`src/rtl/deser_pkg.sv`:
```
package deser_pkg;

    // Control state of the word assembler.
    typedef enum logic [0:0] {
        ST_RUN  = 1'b0,   // shifting one bit per cycle
        ST_SKIP = 1'b1    // discarding one bit for a slip
    } dsr_state_t;

    // Clock derivation variants selected by the mode input.
    typedef enum logic [0:0] {
        WCLK_QUARTER = 1'b0,
        WCLK_HALF    = 1'b1
    } wclk_mode_t;

endpackage

```
`src/rtl/dsr_slip_sync.sv`:
```
module dsr_slip_sync #(
    parameter int SYNC_STAGES = 2
) (
    input  logic clk,
    input  logic rst,
    input  logic slip_req,
    output logic slip_pls
);
    localparam int LAST = SYNC_STAGES - 1;

    logic [LAST:0] chain;
    logic          prev_q;

    // Synchroniser chain, one flop per stage.
    always_ff @(posedge clk) begin
        if (rst) begin
            chain[0] <= 1'b0;
        end else begin
            chain[0] <= slip_req;
        end
    end

    generate
        for (genvar g = 1; g < SYNC_STAGES; g++) begin : g_stage
            always_ff @(posedge clk) begin
                if (rst) begin
                    chain[g] <= 1'b0;
                end else begin
                    chain[g] <= chain[g-1];
                end
            end
        end
    endgenerate

    // Edge memory for rising-edge detection.
    always_ff @(posedge clk) begin
        if (rst) begin
            prev_q <= 1'b0;
        end else begin
            prev_q <= chain[LAST];
        end
    end

    always_comb begin
        slip_pls = chain[LAST] & ~prev_q;
    end

    AST_ONE_PULSE_PER_RISE: assert property (@(posedge clk) disable iff (rst)
        slip_pls |=> !slip_pls);

endmodule

```
`src/rtl/dsr_word_fsm.sv`:
```
module dsr_word_fsm
    import deser_pkg::*;
#(
    parameter int WORD_W = 4,
    parameter int PEND_W = 2
) (
    input  logic clk,
    input  logic rst,
    input  logic slip_pls,
    output logic shift_en,
    output logic load,
    output logic in_skip,
    output logic first_bit
);
    localparam int                CNT_W    = (WORD_W > 1) ? $clog2(WORD_W) : 1;
    localparam logic [CNT_W-1:0]  CNT_LAST = CNT_W'(WORD_W - 1);
    localparam logic [CNT_W-1:0]  CNT_ZERO = '0;
    localparam int                PEND_MAX = (1 << PEND_W) - 1;

    dsr_state_t       state_q, state_d;
    logic [CNT_W-1:0] cnt_q, cnt_d;
    logic [PEND_W-1:0] pend_q, pend_d;
    logic             take;
    logic [PEND_W:0]  pend_sum;

    // State register process.
    always_ff @(posedge clk) begin
        if (rst) begin
            state_q <= ST_RUN;
            cnt_q   <= CNT_ZERO;
            pend_q  <= '0;
        end else begin
            state_q <= state_d;
            cnt_q   <= cnt_d;
            pend_q  <= pend_d;
        end
    end

    // Next-state and counter process.
    always_comb begin
        state_d = state_q;
        cnt_d   = cnt_q;
        take    = 1'b0;
        unique case (state_q)
            ST_RUN: begin
                if (cnt_q == CNT_LAST) begin
                    cnt_d = CNT_ZERO;
                    if (pend_q != '0) begin
                        state_d = ST_SKIP;   // LOAD_TO_SKIP
                        take    = 1'b1;
                    end else begin
                        state_d = ST_RUN;    // LOAD_TO_RUN
                    end
                end else begin
                    cnt_d   = cnt_q + 1'b1;  // RUN_TO_RUN
                    state_d = ST_RUN;
                end
            end
            ST_SKIP: begin
                cnt_d   = CNT_ZERO;          // SKIP_TO_RUN
                state_d = ST_RUN;
            end
            default: begin
                cnt_d   = CNT_ZERO;
                state_d = ST_RUN;
            end
        endcase
    end

    // Slip queue: one request in per pulse, one out per applied slip.
    always_comb begin
        pend_sum = {1'b0, pend_q} - {{PEND_W{1'b0}}, take}
                                  + {{PEND_W{1'b0}}, slip_pls};
        if (pend_sum > (PEND_W+1)'(PEND_MAX)) begin
            pend_d = PEND_W'(PEND_MAX);
        end else begin
            pend_d = pend_sum[PEND_W-1:0];
        end
    end

    // Output process.
    always_comb begin
        shift_en  = 1'b0;
        load      = 1'b0;
        in_skip   = 1'b0;
        first_bit = 1'b0;
        unique case (state_q)
            ST_RUN: begin
                shift_en  = 1'b1;
                load      = (cnt_q == CNT_LAST);
                first_bit = (cnt_q == CNT_ZERO);
            end
            ST_SKIP: begin
                in_skip = 1'b1;
            end
            default: begin
                in_skip = 1'b0;
            end
        endcase
    end

    AST_SKIP_ONE_BIT: assert property (@(posedge clk) disable iff (rst)
        (state_q == ST_SKIP) |=> (state_q == ST_RUN));

    AST_SKIP_AFTER_LOAD: assert property (@(posedge clk) disable iff (rst)
        (state_q == ST_SKIP) |-> $past(load));

    AST_SKIP_NEEDS_REQUEST: assert property (@(posedge clk) disable iff (rst)
        $rose(state_q == ST_SKIP) |-> ($past(pend_q) != '0));

endmodule

```
`src/rtl/dsr_word_path.sv`:
```
module dsr_word_path
    import deser_pkg::*;
#(
    parameter int WORD_W = 4
) (
    input  logic              clk,
    input  logic              rst,
    input  logic              ser_bit,
    input  logic              ddr_mode,
    input  logic              shift_en,
    input  logic              load,
    input  logic              in_skip,
    input  logic              first_bit,
    output logic [WORD_W-1:0] word_out,
    output logic              word_stb,
    output logic              word_clk
);
    logic [WORD_W-1:0] shreg_q;
    logic [WORD_W-1:0] next_word;
    logic              wclk_d;
    wclk_mode_t        wmode;

    // New bit enters at the top; the oldest bit ends at bit 0.
    always_comb begin
        if (WORD_W > 1) begin
            next_word = {ser_bit, shreg_q[WORD_W-1:1]};
        end else begin
            next_word = WORD_W'(ser_bit);
        end
    end

    always_ff @(posedge clk) begin
        if (rst) begin
            shreg_q <= '0;
        end else if (shift_en) begin
            shreg_q <= next_word;
        end
    end

    always_ff @(posedge clk) begin
        if (rst) begin
            word_out <= '0;
            word_stb <= 1'b0;
        end else begin
            word_stb <= load;
            if (load) begin
                word_out <= next_word;
            end
        end
    end

    // Word clock derivation.
    always_comb begin
        wmode = ddr_mode ? WCLK_HALF : WCLK_QUARTER;
        unique case (wmode)
            WCLK_HALF: begin
                wclk_d = word_clk ^ load;
            end
            WCLK_QUARTER: begin
                if (load) begin
                    wclk_d = 1'b1;
                end else if (in_skip || first_bit) begin
                    wclk_d = word_clk;
                end else begin
                    wclk_d = 1'b0;
                end
            end
            default: wclk_d = 1'b0;
        endcase
    end

    always_ff @(posedge clk) begin
        if (rst) begin
            word_clk <= 1'b0;
        end else begin
            word_clk <= wclk_d;
        end
    end

    AST_STB_SINGLE: assert property (@(posedge clk) disable iff (rst)
        word_stb |=> !word_stb);

    AST_WORD_STABLE: assert property (@(posedge clk) disable iff (rst)
        !word_stb |-> $stable(word_out));

    AST_NORM_CLK_RISE: assert property (@(posedge clk) disable iff (rst)
        (!ddr_mode && $rose(word_clk)) |-> word_stb);

    AST_DDR_CLK_FLIP: assert property (@(posedge clk) disable iff (rst)
        ($past(ddr_mode) && word_stb) |-> (word_clk != $past(word_clk)));

endmodule

```
`src/rtl/deser4_slip.sv`:
```
module deser4_slip
    import deser_pkg::*;
#(
    parameter int WORD_W      = 4,
    parameter int SYNC_STAGES = 2,
    parameter int PEND_W      = 2
) (
    input  logic              clk,
    input  logic              rst,
    input  logic              ser_in,
    input  logic              slip_req,
    input  logic              ddr_mode,
    output logic [WORD_W-1:0] word_out,
    output logic              word_stb,
    output logic              word_clk
);
    logic slip_pls;
    logic shift_en;
    logic load;
    logic in_skip;
    logic first_bit;

    dsr_slip_sync #(
        .SYNC_STAGES (SYNC_STAGES)
    ) u_sync (
        .clk      (clk),
        .rst      (rst),
        .slip_req (slip_req),
        .slip_pls (slip_pls)
    );

    dsr_word_fsm #(
        .WORD_W (WORD_W),
        .PEND_W (PEND_W)
    ) u_fsm (
        .clk       (clk),
        .rst       (rst),
        .slip_pls  (slip_pls),
        .shift_en  (shift_en),
        .load      (load),
        .in_skip   (in_skip),
        .first_bit (first_bit)
    );

    dsr_word_path #(
        .WORD_W (WORD_W)
    ) u_path (
        .clk       (clk),
        .rst       (rst),
        .ser_bit   (ser_in),
        .ddr_mode  (ddr_mode),
        .shift_en  (shift_en),
        .load      (load),
        .in_skip   (in_skip),
        .first_bit (first_bit),
        .word_out  (word_out),
        .word_stb  (word_stb),
        .word_clk  (word_clk)
    );

    AST_LOAD_NOT_IN_SKIP: assert property (@(posedge clk) disable iff (rst)
        in_skip |=> !word_stb);

endmodule

```
`config.mk`:
```
export PLATFORM = sky130hd
export DESIGN_NAME = deser4_slip
export DESIGN_NICKNAME = d
export VERILOG_FILES = /design/src/rtl/deser_pkg.sv /design/src/rtl/dsr_slip_sync.sv /design/src/rtl/dsr_word_fsm.sv /design/src/rtl/dsr_word_path.sv /design/src/rtl/deser4_slip.sv
export SDC_FILE = /design/constraint.sdc
export NUM_CORES = 1
export LEC_CHECK = 0
export CAP_MARGIN = 30
export CORE_MARGIN = 1.5
export CORE_UTILIZATION = 49
export DETAILED_ROUTE_END_ITERATION = 8
export PLACE_DENSITY = 0.7
export SKIP_CTS_REPAIR_TIMING = 1
export SYNTH_ARGS = -nofsm -noshare
export SYNTH_HDL_FRONTEND = slang
export SYNTH_SLANG_ARGS = --single-unit
```
`constraint.sdc`:
```
create_clock -name clk -period 2.74 [get_ports clk]
set_input_delay 0.548 -clock clk [delete_from_list [all_inputs] [get_ports clk]]
set_output_delay 0.548 -clock clk [all_outputs]
set_load 0.02 [all_outputs]
```
==> out/metrics.csv <==
stage,metric,value,unit
drt,drt drc,0,
place,placed cells,89,
sta,period utilization,79.7,%
critical_path,crit path cell chain,ha_1 > nand2b_4 > nor2_1 > ha_1 > inv_1 > ha_1 > inv_1 > fa_1 > xnor2_1 > a21oi_1,
yosys,Synth Instances,67,
yosys,Synth Register Bits,17,
sta,Layout Skew,3.58,ps
critical_path,slowest cell on the critical path,fa_1,
sta,final hold vios,0,
global_route,GRT overflow,0,
power,P_leak,0.000307,uW
layout,antenna cells,0,
cts,H-tree levels,1,
yosys,post-synth cell types,20,
cts,CTS Buffer Depth,2,
yosys,Post-Synth Adder-Cell Area,10.5,%
global_route,first-pass GRT wire length,1660,um
sta,Peak Freq,0.458,GHz
drt,post-route ant nets,0,
yosys,largest family of logic cells by synthesized area,simple AND/OR/NAND/NOR gates,
sta,Rel. slew slack,61.5,%
critical_path,CP max stage delay,370,ps
yosys,post-synth net total,77,
layout,# nets final,89,
yosys,synth warn,0,
drt,DR vias,455,
cts,CTS Root Cell,clkbuf_4,
yosys,"Cell Area, Synth",667,um2
drt,Initial DRT Pass Iterations,4,
yosys,simple-gate area share of the yosys netlist,18.9,%
cts,"CTS clk-pin slew, worst paths",90,ps
drt,WL/cell,10.2,um
sta,Tightest Pin Transition,576,ps
sta,"Setup violations, final",0,
flow_run,Max-Cap Viols,0,
run_status,status,finished clean,
yosys,register area share after synthesis,51.0,%
cts,CTS tree,yes,
sta,fin crit period,2180,ps
place,Placer Congestion,0.649,
global_route,initial antenna violation count,0,
yosys,asr flop ratio synth,0,%
floorplanning,I/O Pins,11,
global_route,largest net degree at the start of global routing,18,
yosys,top-count cell post-synth,dfxtp_1,
yosys,Synth Area in Compound Gates,7.13,%
layout,"non-filler cells, final",93,
cts,total CTS buffers,3,
critical_path,kind of critical path,flop to flop,
drt,routed wire length,953,um
sta,Pins Over Slew Limit,0,
critical_path,Worst Path Max Fanout,7,
yosys,Syn Area/Cell,9.95,um2
yosys,Post-synth EDFFs,0,
yosys,post-synth top area share,51.0,%
sta,setup TNS,0,ps
critical_path,Worst EP required,2890,ps
power,PD cells,671,nW/um2
floorplanning,die area,1590,um2
place,port bufs,10,
yosys,most frequent cells after synthesis,"17 x dfxtp_1, 8 x nand2_1, 6 x a21oi_1, 6 x inv_1, 6 x nor2_1",
global_route,number of global-route vias before repair,407,
floorplanning,Die W,39.9,um
layout,Area Growth Syn to Fin,18.6,%
floorplanning,row count,13,
yosys,Main synth FF type,dfxtp_1,
yosys,Yosys top cell by area,dfxtp_1,
critical_path,crit path DAT,2330,ps
yosys,top area cells in the synthesized netlist,"dfxtp_1 51%, ha_1 7.5%, a21oi_1 4.5%",
floorplanning,Die Span Y,39.9,um
critical_path,Critical Path Sink Type,flop,
place,detailed placement HPWL,694,um
critical_path,crit start category,flop,
sta,RSZ-0062 raised after global routing,no,
global_route,global-route total usage across every layer,16.1,%
power,peak supply drop,0.000468,V
floorplanning,Starting Density,51.9,%
drt,via density per instance,4.89,
yosys,xor and xnor area share after synthesis,1.31,%
drt,initial DRC count,4,
cts,worst skew pair latency,280,ps
yosys,post-synthesis mux area share,4.50,%
floorplanning,Core ar.,1280,um2
critical_path,Most Frequent Cell on Critical Path,ha_1,
layout,share of cells above drive strength 1,6.41,%
cts,clk sinks,17,
hold_path,worst hold-check path type,flop to flop,
[critical path, delay by kind of cell, from the launching register on]
| family | cells | cell delay [ps] |
|---|---|---|
| AO/OA/AOI/OAI | 1 | 100 |
| XOR/XNOR | 1 | 210 |
| adder cells (fa/ha/maj) | 4 | 1040 |
| buffers and inverters | 2 | 100 |
| flip-flops | 1 | 360 |
| AND/OR/NAND/NOR | 2 | 240 |
[final timing paths]
path              slack [ps]            start         endpoint  depth (start not counted)
setup reg to reg         560   u_fsm.cnt_q[0]  u_fsm.pend_q[1]                         10
hold / removal           460  u_sync.chain[0]  u_sync.chain[1]                          1
hold reg to reg          460  u_sync.chain[0]  u_sync.chain[1]                          1
setup / recovery         560   u_fsm.cnt_q[0]  u_fsm.pend_q[1]                         10
[state kept, by name, indices dropped and copies added (netlist names)]
register and cells:
u_path.shreg_q 3, u_path.word_out 4, u_sync.prev_q 1, u_fsm.state_q 1, u_fsm.cnt_q 2, u_sync.chain 2
u_path.word_stb 1, u_fsm.pend_q 2, u_path.word_clk 1
[metal layers]
layer | vias to the layer above | global-route usage [%] | wire (um)
met5 | - | 0 | 0
met4 | 0 | 10.3 | 15
met3 | 2 | 3.41 | 30
met2 | 6 | 25.0 | 431
met1 | 210 | 19.5 | 474
li1 | 237 | - | -
[stage by stage]
stage | util (%) | hold slack, ps | worst slack (ps) | cell area [um2] | power, uW
CTS | 61.5 | 463 | 542 | 791 | 540
detailed placement | 59.5 | 432 | 537 | 764 | 412
floorplan | - | 414 | 745 | 667 | 382
global route | 61.5 | 476 | 273 | 791 | 575
global placement | 59.5 | 437 | 603 | 764 | 405
finish | 61.5 | 459 | 556 | 791 | 530
[cell families after synthesis]
| logic type | after synthesis |
|---|---|
| AND/OR/NAND/NOR | 24 |
| flip-flops | 17 |
| buffers and inverters | 9 |
| AO/OA/AOI/OAI | 8 |
| adder cells (fa/ha/maj) | 5 |
| multiplexers | 3 |
| XOR/XNOR | 1 |
[area by class of cell]
| class | instances | area (um2) |
|---|---|---|
| clock buffer | 4 | 26.3 |
| multi-input combinational | 41 | 283 |
| tap | 15 | 18.8 |
| sequential | 17 | 340 |
| inverter | 6 | 22.5 |
| timing repair buffer | 10 | 100 |
| fill | 129 | 494 |
[where the power goes]
part,switching (uW),internal [uW],leakage (uW),total [uW]
Sequential,19.7,275,0.000139,294
Combinational,53.6,55.7,0.000152,109
Clock,70.3,56.4,0.0000150,127
Total,144,387,0.000307,530
[cells in the final DEF (no fill, tap or decap), types with 2 or more instances in the layout]
cell type,synthesis,layout
a21oi_1,6,6
clkbuf_4,0,3
clkdlybuf4s50_1,0,10
dfxtp_1,17,17
ha_1,4,4
inv_1,6,6
mux2i_1,3,3
nand2_1,8,8
nor2_1,6,6
nor2b_1,3,3
nor3_1,2,2
Note: power is estimated with default switching activity, not from simulation.
